<file path="config.mk">
export PLATFORM = sky130hd
export DESIGN_NAME = rtc_core
export DESIGN_NICKNAME = d
export VERILOG_FILES = /design/src/rtl/rtc_pkg.sv /design/src/rtl/rtc_src_sync.sv /design/src/rtl/rtc_tick_div.sv /design/src/rtl/rtc_counter.sv /design/src/rtl/rtc_core.sv
export SDC_FILE = /design/constraint.sdc
export NUM_CORES = 1
export LEC_CHECK = 0
export BUFFER_PORTS_ARGS = -buffer_cell sky130_fd_sc_hd__buf_2
export CAP_MARGIN = 20
export CORE_MARGIN = 1
export CORE_UTILIZATION = 53
export DETAILED_ROUTE_END_ITERATION = 7
export GPL_TIMING_DRIVEN = 0
export MAX_ROUTING_LAYER = met4
export PLACE_DENSITY_LB_ADDON = 0.25
export SLEW_MARGIN = 20
export SYNTH_ARGS = -nofsm -noshare
export SYNTH_HDL_FRONTEND = slang
export SYNTH_SLANG_ARGS = --single-unit
</file>
<file path="constraint.sdc">
create_clock -name clk -period 4.5 [get_ports clk]
set_input_delay 0.675 -clock clk [delete_from_list [all_inputs] [get_ports clk]]
set_output_delay 0.675 -clock clk [all_outputs]
set_load 0.005 [all_outputs]
</file>
<file path="src/rtl/rtc_pkg.sv">
package rtc_pkg;

  localparam int unsigned OFF_COUNT  = 'h00;
  localparam int unsigned OFF_ALARM0 = 'h04;
  localparam int unsigned OFF_STATUS = 'h08;
  localparam int unsigned OFF_DIV    = 'h0C;
  localparam int unsigned OFF_ALARM1 = 'h18;
  localparam int unsigned OFF_CLKSEL = 'h1C;
  localparam int unsigned OFF_SCRAT  = 'h40;

  localparam int ST_AL0_EV  = 0;
  localparam int ST_TICK_EV = 1;
  localparam int ST_AL0_EN  = 2;
  localparam int ST_TICK_EN = 3;
  localparam int ST_AL1_EN  = 6;

  localparam int unsigned CLK_SEL_XTAL = 3;

  function automatic logic reg_mapped(input int unsigned off);
    case (off)
      OFF_COUNT, OFF_ALARM0, OFF_STATUS, OFF_DIV,
      OFF_ALARM1, OFF_CLKSEL, OFF_SCRAT: return 1'b1;
      default:                           return 1'b0;
    endcase
  endfunction

endpackage

</file>
<file path="src/rtl/rtc_src_sync.sv">
module rtc_src_sync #(
  parameter int STAGES = 2
) (
  input  logic clk,
  input  logic rst,
  input  logic src,
  output logic src_rise
);
  localparam int N = (STAGES < 2) ? 2 : STAGES;

  logic [N-1:0] sh_q;
  logic         last_q;

  always_ff @(posedge clk) begin
    if (rst) begin
      sh_q   <= '0;
      last_q <= 1'b0;
    end else begin
      sh_q   <= {sh_q[N-2:0], src};
      last_q <= sh_q[N-1];
    end
  end

  assign src_rise = sh_q[N-1] & ~last_q;
endmodule

</file>
<file path="src/rtl/rtc_tick_div.sv">
module rtc_tick_div #(
  parameter int DIV_W = 16
) (
  input  logic             clk,
  input  logic             rst,
  input  logic             restart,
  input  logic             src_pulse,
  input  logic [DIV_W-1:0] div_val,
  output logic             tick
);
  logic [DIV_W-1:0] half_cnt_q;
  logic             phase_q;

  always_ff @(posedge clk) begin
    if (rst || restart) begin
      half_cnt_q <= '0;
      phase_q    <= 1'b0;
      tick       <= 1'b0;
    end else begin
      tick <= 1'b0;
      if (src_pulse) begin
        if (half_cnt_q == div_val) begin
          half_cnt_q <= '0;
          phase_q    <= ~phase_q;
          tick       <= phase_q;
        end else begin
          half_cnt_q <= half_cnt_q + DIV_W'(1);
        end
      end
    end
  end
endmodule

</file>
<file path="src/rtl/rtc_counter.sv">
module rtc_counter #(
  parameter int CNT_W = 32
) (
  input  logic             clk,
  input  logic             rst,
  input  logic             tick,
  input  logic             load,
  input  logic [CNT_W-1:0] load_val,
  input  logic [CNT_W-1:0] alarm_val,
  input  logic             alarm_en,
  output logic [CNT_W-1:0] cnt,
  output logic             alarm_hit
);
  logic [CNT_W-1:0] cnt_inc;

  assign cnt_inc   = cnt + CNT_W'(1);
  assign alarm_hit = tick & ~load & alarm_en & (cnt_inc == alarm_val);

  always_ff @(posedge clk) begin
    if (rst)       cnt <= '0;
    else if (load) cnt <= load_val;
    else if (tick) cnt <= cnt_inc;
  end
endmodule

</file>
<file path="src/rtl/rtc_core.sv">
module rtc_core
  import rtc_pkg::*;
#(
  parameter int ADDR_W      = 8,
  parameter int DATA_W      = 32,
  parameter int DIV_W       = 16,
  parameter int SEL_W       = 2,
  parameter int SYNC_STAGES = 2
) (
  input  logic              clk,
  input  logic              rst,
  input  logic              rtc_src,
  input  logic              bus_en,
  input  logic              bus_we,
  input  logic [ADDR_W-1:0] bus_addr,
  input  logic [DATA_W-1:0] bus_wdata,
  output logic [DATA_W-1:0] bus_rdata,
  output logic              irq
);
  localparam logic [SEL_W-1:0] SEL_XTAL = SEL_W'(CLK_SEL_XTAL);

  logic wr, rd;
  logic h_cnt, h_al0, h_st, h_div, h_al1, h_sel, h_scr;

  assign wr    = bus_en & bus_we;
  assign rd    = bus_en & ~bus_we;
  assign h_cnt = (bus_addr == ADDR_W'(OFF_COUNT));
  assign h_al0 = (bus_addr == ADDR_W'(OFF_ALARM0));
  assign h_st  = (bus_addr == ADDR_W'(OFF_STATUS));
  assign h_div = (bus_addr == ADDR_W'(OFF_DIV));
  assign h_al1 = (bus_addr == ADDR_W'(OFF_ALARM1));
  assign h_sel = (bus_addr == ADDR_W'(OFF_CLKSEL));
  assign h_scr = (bus_addr == ADDR_W'(OFF_SCRAT));

  logic [DATA_W-1:0] alarm0_q, alarm1_q, scratch_q;
  logic [DIV_W-1:0]  div_q;
  logic [SEL_W-1:0]  sel_q;
  logic ev_al0_q, ev_tick_q, en_al0_q, en_tick_q, en_al1_q;

  // Slow clock edge, gated by the clock choice
  logic src_rise, src_pulse, tick, alarm_hit;
  logic [DATA_W-1:0] cnt_q;

  rtc_src_sync #(.STAGES(SYNC_STAGES)) u_sync (
    .clk(clk), .rst(rst), .src(rtc_src), .src_rise(src_rise)
  );

  assign src_pulse = src_rise & (sel_q == SEL_XTAL);

  rtc_tick_div #(.DIV_W(DIV_W)) u_div (
    .clk(clk), .rst(rst), .restart(wr & h_div),
    .src_pulse(src_pulse), .div_val(div_q), .tick(tick)
  );

  rtc_counter #(.CNT_W(DATA_W)) u_cnt (
    .clk(clk), .rst(rst), .tick(tick),
    .load(wr & h_cnt), .load_val(bus_wdata),
    .alarm_val(alarm0_q), .alarm_en(en_al0_q),
    .cnt(cnt_q), .alarm_hit(alarm_hit)
  );

  // Plain storage registers
  always_ff @(posedge clk) begin
    if (rst) begin
      alarm0_q  <= '0;
      alarm1_q  <= '0;
      scratch_q <= '0;
      div_q     <= '0;
      sel_q     <= '0;
    end else if (wr) begin
      if (h_al0) alarm0_q  <= bus_wdata;
      if (h_al1) alarm1_q  <= bus_wdata;
      if (h_scr) scratch_q <= bus_wdata;
      if (h_div) div_q     <= bus_wdata[DIV_W-1:0];
      if (h_sel) sel_q     <= bus_wdata[SEL_W-1:0];
    end
  end

  // Status: sticky events (set wins over write-1 clear) and enables
  logic st_wr;
  assign st_wr = wr & h_st;

  always_ff @(posedge clk) begin
    if (rst) begin
      ev_al0_q  <= 1'b0;
      ev_tick_q <= 1'b0;
      en_al0_q  <= 1'b0;
      en_tick_q <= 1'b0;
      en_al1_q  <= 1'b0;
    end else begin
      ev_al0_q  <= alarm_hit | (ev_al0_q  & ~(st_wr & bus_wdata[ST_AL0_EV]));
      ev_tick_q <= tick      | (ev_tick_q & ~(st_wr & bus_wdata[ST_TICK_EV]));
      if (st_wr) begin
        en_al0_q  <= bus_wdata[ST_AL0_EN];
        en_tick_q <= bus_wdata[ST_TICK_EN];
        en_al1_q  <= bus_wdata[ST_AL1_EN];
      end
    end
  end

  always_ff @(posedge clk) begin
    if (rst) irq <= 1'b0;
    else     irq <= (ev_al0_q & en_al0_q) | (ev_tick_q & en_tick_q);
  end

  // Read path, registered
  logic [DATA_W-1:0] st_word, rd_val;

  always_comb begin
    st_word             = '0;
    st_word[ST_AL0_EV]  = ev_al0_q;
    st_word[ST_TICK_EV] = ev_tick_q;
    st_word[ST_AL0_EN]  = en_al0_q;
    st_word[ST_TICK_EN] = en_tick_q;
    st_word[ST_AL1_EN]  = en_al1_q;
  end

  always_comb begin
    rd_val = '0;
    if (h_cnt) rd_val = cnt_q;
    if (h_al0) rd_val = alarm0_q;
    if (h_st)  rd_val = st_word;
    if (h_div) rd_val = DATA_W'(div_q);
    if (h_al1) rd_val = alarm1_q;
    if (h_sel) rd_val = DATA_W'(sel_q);
    if (h_scr) rd_val = scratch_q;
  end

  always_ff @(posedge clk) begin
    if (rst)     bus_rdata <= '0;
    else if (rd) bus_rdata <= rd_val;
  end
endmodule

</file>
==> impl_metrics.toml <==
[timing]
tightest_slew_ps = 1150
finClkSkew_ps = 15.9
fin_hold_ws_ps = 390
max_freq_mhz = 306
grt_setup_unrepaired = "false"
slew_headroom_pct = 22.4
final_hold_viol_count = 0
drv_slew = 0
fin_ws_ps = 1230
fin_crit_ps = 3270
fin_tns_setup_ps = 0
setup_viol = 0
fin_crit_sh_pct = 72.7

[routing]
wire_per_inst_um = 21.5
drc_errors = 8
firstDrtPassIters = 8
avgViaCountPerCell = 6.24
wl_met2_mm = 14.8
dr.first_iter.drc_count = 1083
routedLengthMet1_mm = 13.8
vias = 9758
finalWirelength_mm = 33.6
highest_layer = "met4"
route.met3.wl_mm = 3.51
postRouteAntennaNets = 0

[setup_path]
regToRegSetupSlack_ps = 1270
critical_path_required_ps = 4930
end_kind = "register"
arrival_ps = 3700
crit_type = "input port to register"
critPathMaxFanout = 10
startpoint_type = "input port"

[yosys]
synth_edf_count = 0
postSynthCellCount = 1218
netlist_top_cells_area = "dfxtp_1 (41%), nand2_1 (9.3%), a21oi_1 (5.3%)"
syn-num-nets = 1265
synth-seq-area-share_pct = 41.3
synthFlopType = "dfxtp_1"
synthDistinctLibCells = 64
avgSynthCellArea_um2 = 8.15
ys_warn_count = 0
yosys_register_bits = 205
async_flop_share_pct = 0
synth_top_area_share_pct = 41.3
netlist_area_um2 = 9930
synth_common_cells = "nand2_1 (245), dfxtp_1 (205), nor2_1 (128)"
yosys.area.top_type = "dfxtp_1"
yosysMostFrequentCell = "nand2_1"

[cts]
cts_buffer_depth = 3
hold_buffers = 0
cts.reportedPaths.clkPinSlew_ps = 60
numCtsBuffers = 23
h-tree-depth = 1
clock-sinks = 205
clock_latency_ps = 530
postCtsResizedCells = 0
post-cts-setup-buffers = 0
root_buffer = "clkbuf_16"
tritoncts = "built"

[global_route]
grt_usage_pct = 36.0
grt_pass1_vias = 9258
grt.overflow.total = 0
grt_max_degree = 14
grt_antenna_before_repair = 1
grt_pass1_wl_mm = 52.4

[die]
core_um2 = 18100
die_w_um = 139
ios = 78
dieArea_um2 = 19300
rows = 49
start_util_pct = 54.7
die_h_um = 139

[power]
p_leak_uw = 0.00397
p_per_area_nw_per_um2 = 356
vdd_drop_max_mv = 0.315

[job]
maxCapViolCount = 0

[outcome]
status = "complete, but fails checks"
violations = "design-rule violations"

[finish]
areaGrowthSynthToFinish_pct = 15.1
layout-drive-gt1-share_pct = 11.9
fillers = 1687
seq_area_um2 = 4100
multiInputGateArea_um2 = 5340
layout.nets = 1366

[placement]
dp_hpwl_mm = 24.7
io_buffers = 76
place_congestion = 0.976
pre_cts_ws_ps = 889

[worst_hold_path]
min_path_type = "input port to register"
==> worst paths after layout <==
path / from / end / depth (start not counted)
max: bus_addr[1] / bus_rdata[13] / 7
min: rtc_src / u_sync.sh_q[0] / 2
min reg2reg: alarm1_q[29] / alarm1_q[29] / 2
max reg2reg: u_cnt.cnt[0] / ev_al0_q / 10
==> where the power goes <==
part / switching (uW) / internal (uW)
clock: 779 / 1270
combinational: 123 / 52.7
sequential: 10.3 / 1830
==> placed cells by master, fill, tap and decap left out, drive strengths merged, types with 10 or more instances in the layout <==
master / netlist / layout
a211oi: 35 / 35
a21oi: 105 / 105
a222oi: 27 / 27
a22oi: 15 / 15
a311oi: 31 / 31
and3: 15 / 15
and4: 10 / 10
buf: 32 / 108
clkbuf: 74 / 105
dfxtp: 205 / 205
mux2i: 29 / 29
nand2: 246 / 246
nand3: 20 / 20
nand4: 31 / 31
nor2: 129 / 129
nor3: 12 / 12
nor4: 14 / 14
xnor2: 49 / 49
xor2: 54 / 54
==> per-stage QoR <==
step	utilization (%)	total power [uW]	area, um2	std cells
finish	63.0	4070	11400	1565
global route	63.0	4160	11400	1565
CTS	63.0	4080	11400	1564
detailed placement	58.4	2050	10600	1523
global placement	58.4	2050	10600	1523
floorplan	-	1960	9930	1218
==> layout make-up <==
type                    count  share of cell area (%)
flip-flops and latches    205                    35.9
clock inverters            10                    1.47
clock buffers              31                    5.82
plain buffers             106                    4.09
multi-input cells         902                    46.7
repair buffers             76                    3.33
diodes                      1                  0.0219
well taps                 229                    2.51
inverters                   5                   0.164
==> kinds of logic (layout without fill, tap and decap cells) <==
| logic type | Yosys count | in the layout | share of synthesized area, % |
|---|---|---|---|
| XOR/XNOR | 103 | 103 | 9.09 |
| flip-flops | 205 | 205 | 41.3 |
| adder cells (fa/ha/maj) | 2 | 2 | 0.252 |
| multiplexers | 30 | 30 | 3.04 |
| AO/OA/AOI/OAI | 245 | 245 | 17.0 |
| AND/OR/NAND/NOR | 522 | 522 | 24.4 |
| other | 0 | 1 | 0 |
| buffers and inverters | 111 | 228 | 4.90 |
==> worst max-delay path, stage by stage <==
cell	delay, ps
buf_2	90
or4_1	490
buf_2	180
nor4b_2	830
clkbuf_1	700
a222oi_1	390
a311oi_1	340
==> flip-flops by register name, indices dropped and copies added, names as in the netlist <==
name              cells
u_sync.sh_q           2
u_div.half_cnt_q     16
en_al0_q              1
bus_rdata            32
en_al1_q              1
scratch_q            32
div_q                16
u_div.tick            1
ev_tick_q             1
alarm0_q             32
u_div.phase_q         1
en_tick_q             1
u_cnt.cnt            32
alarm1_q             32
u_sync.last_q         1
ev_al0_q              1
irq                   1
sel_q                 2
==> metal layers <==
layer  vias up  track usage (%)
met4         0             14.3
met3       108             8.08
met1      4610             47.3
met5         -                -
met2       523             53.7
li1       4517                -
No activity file was read; power rests on OpenSTA's default activity.
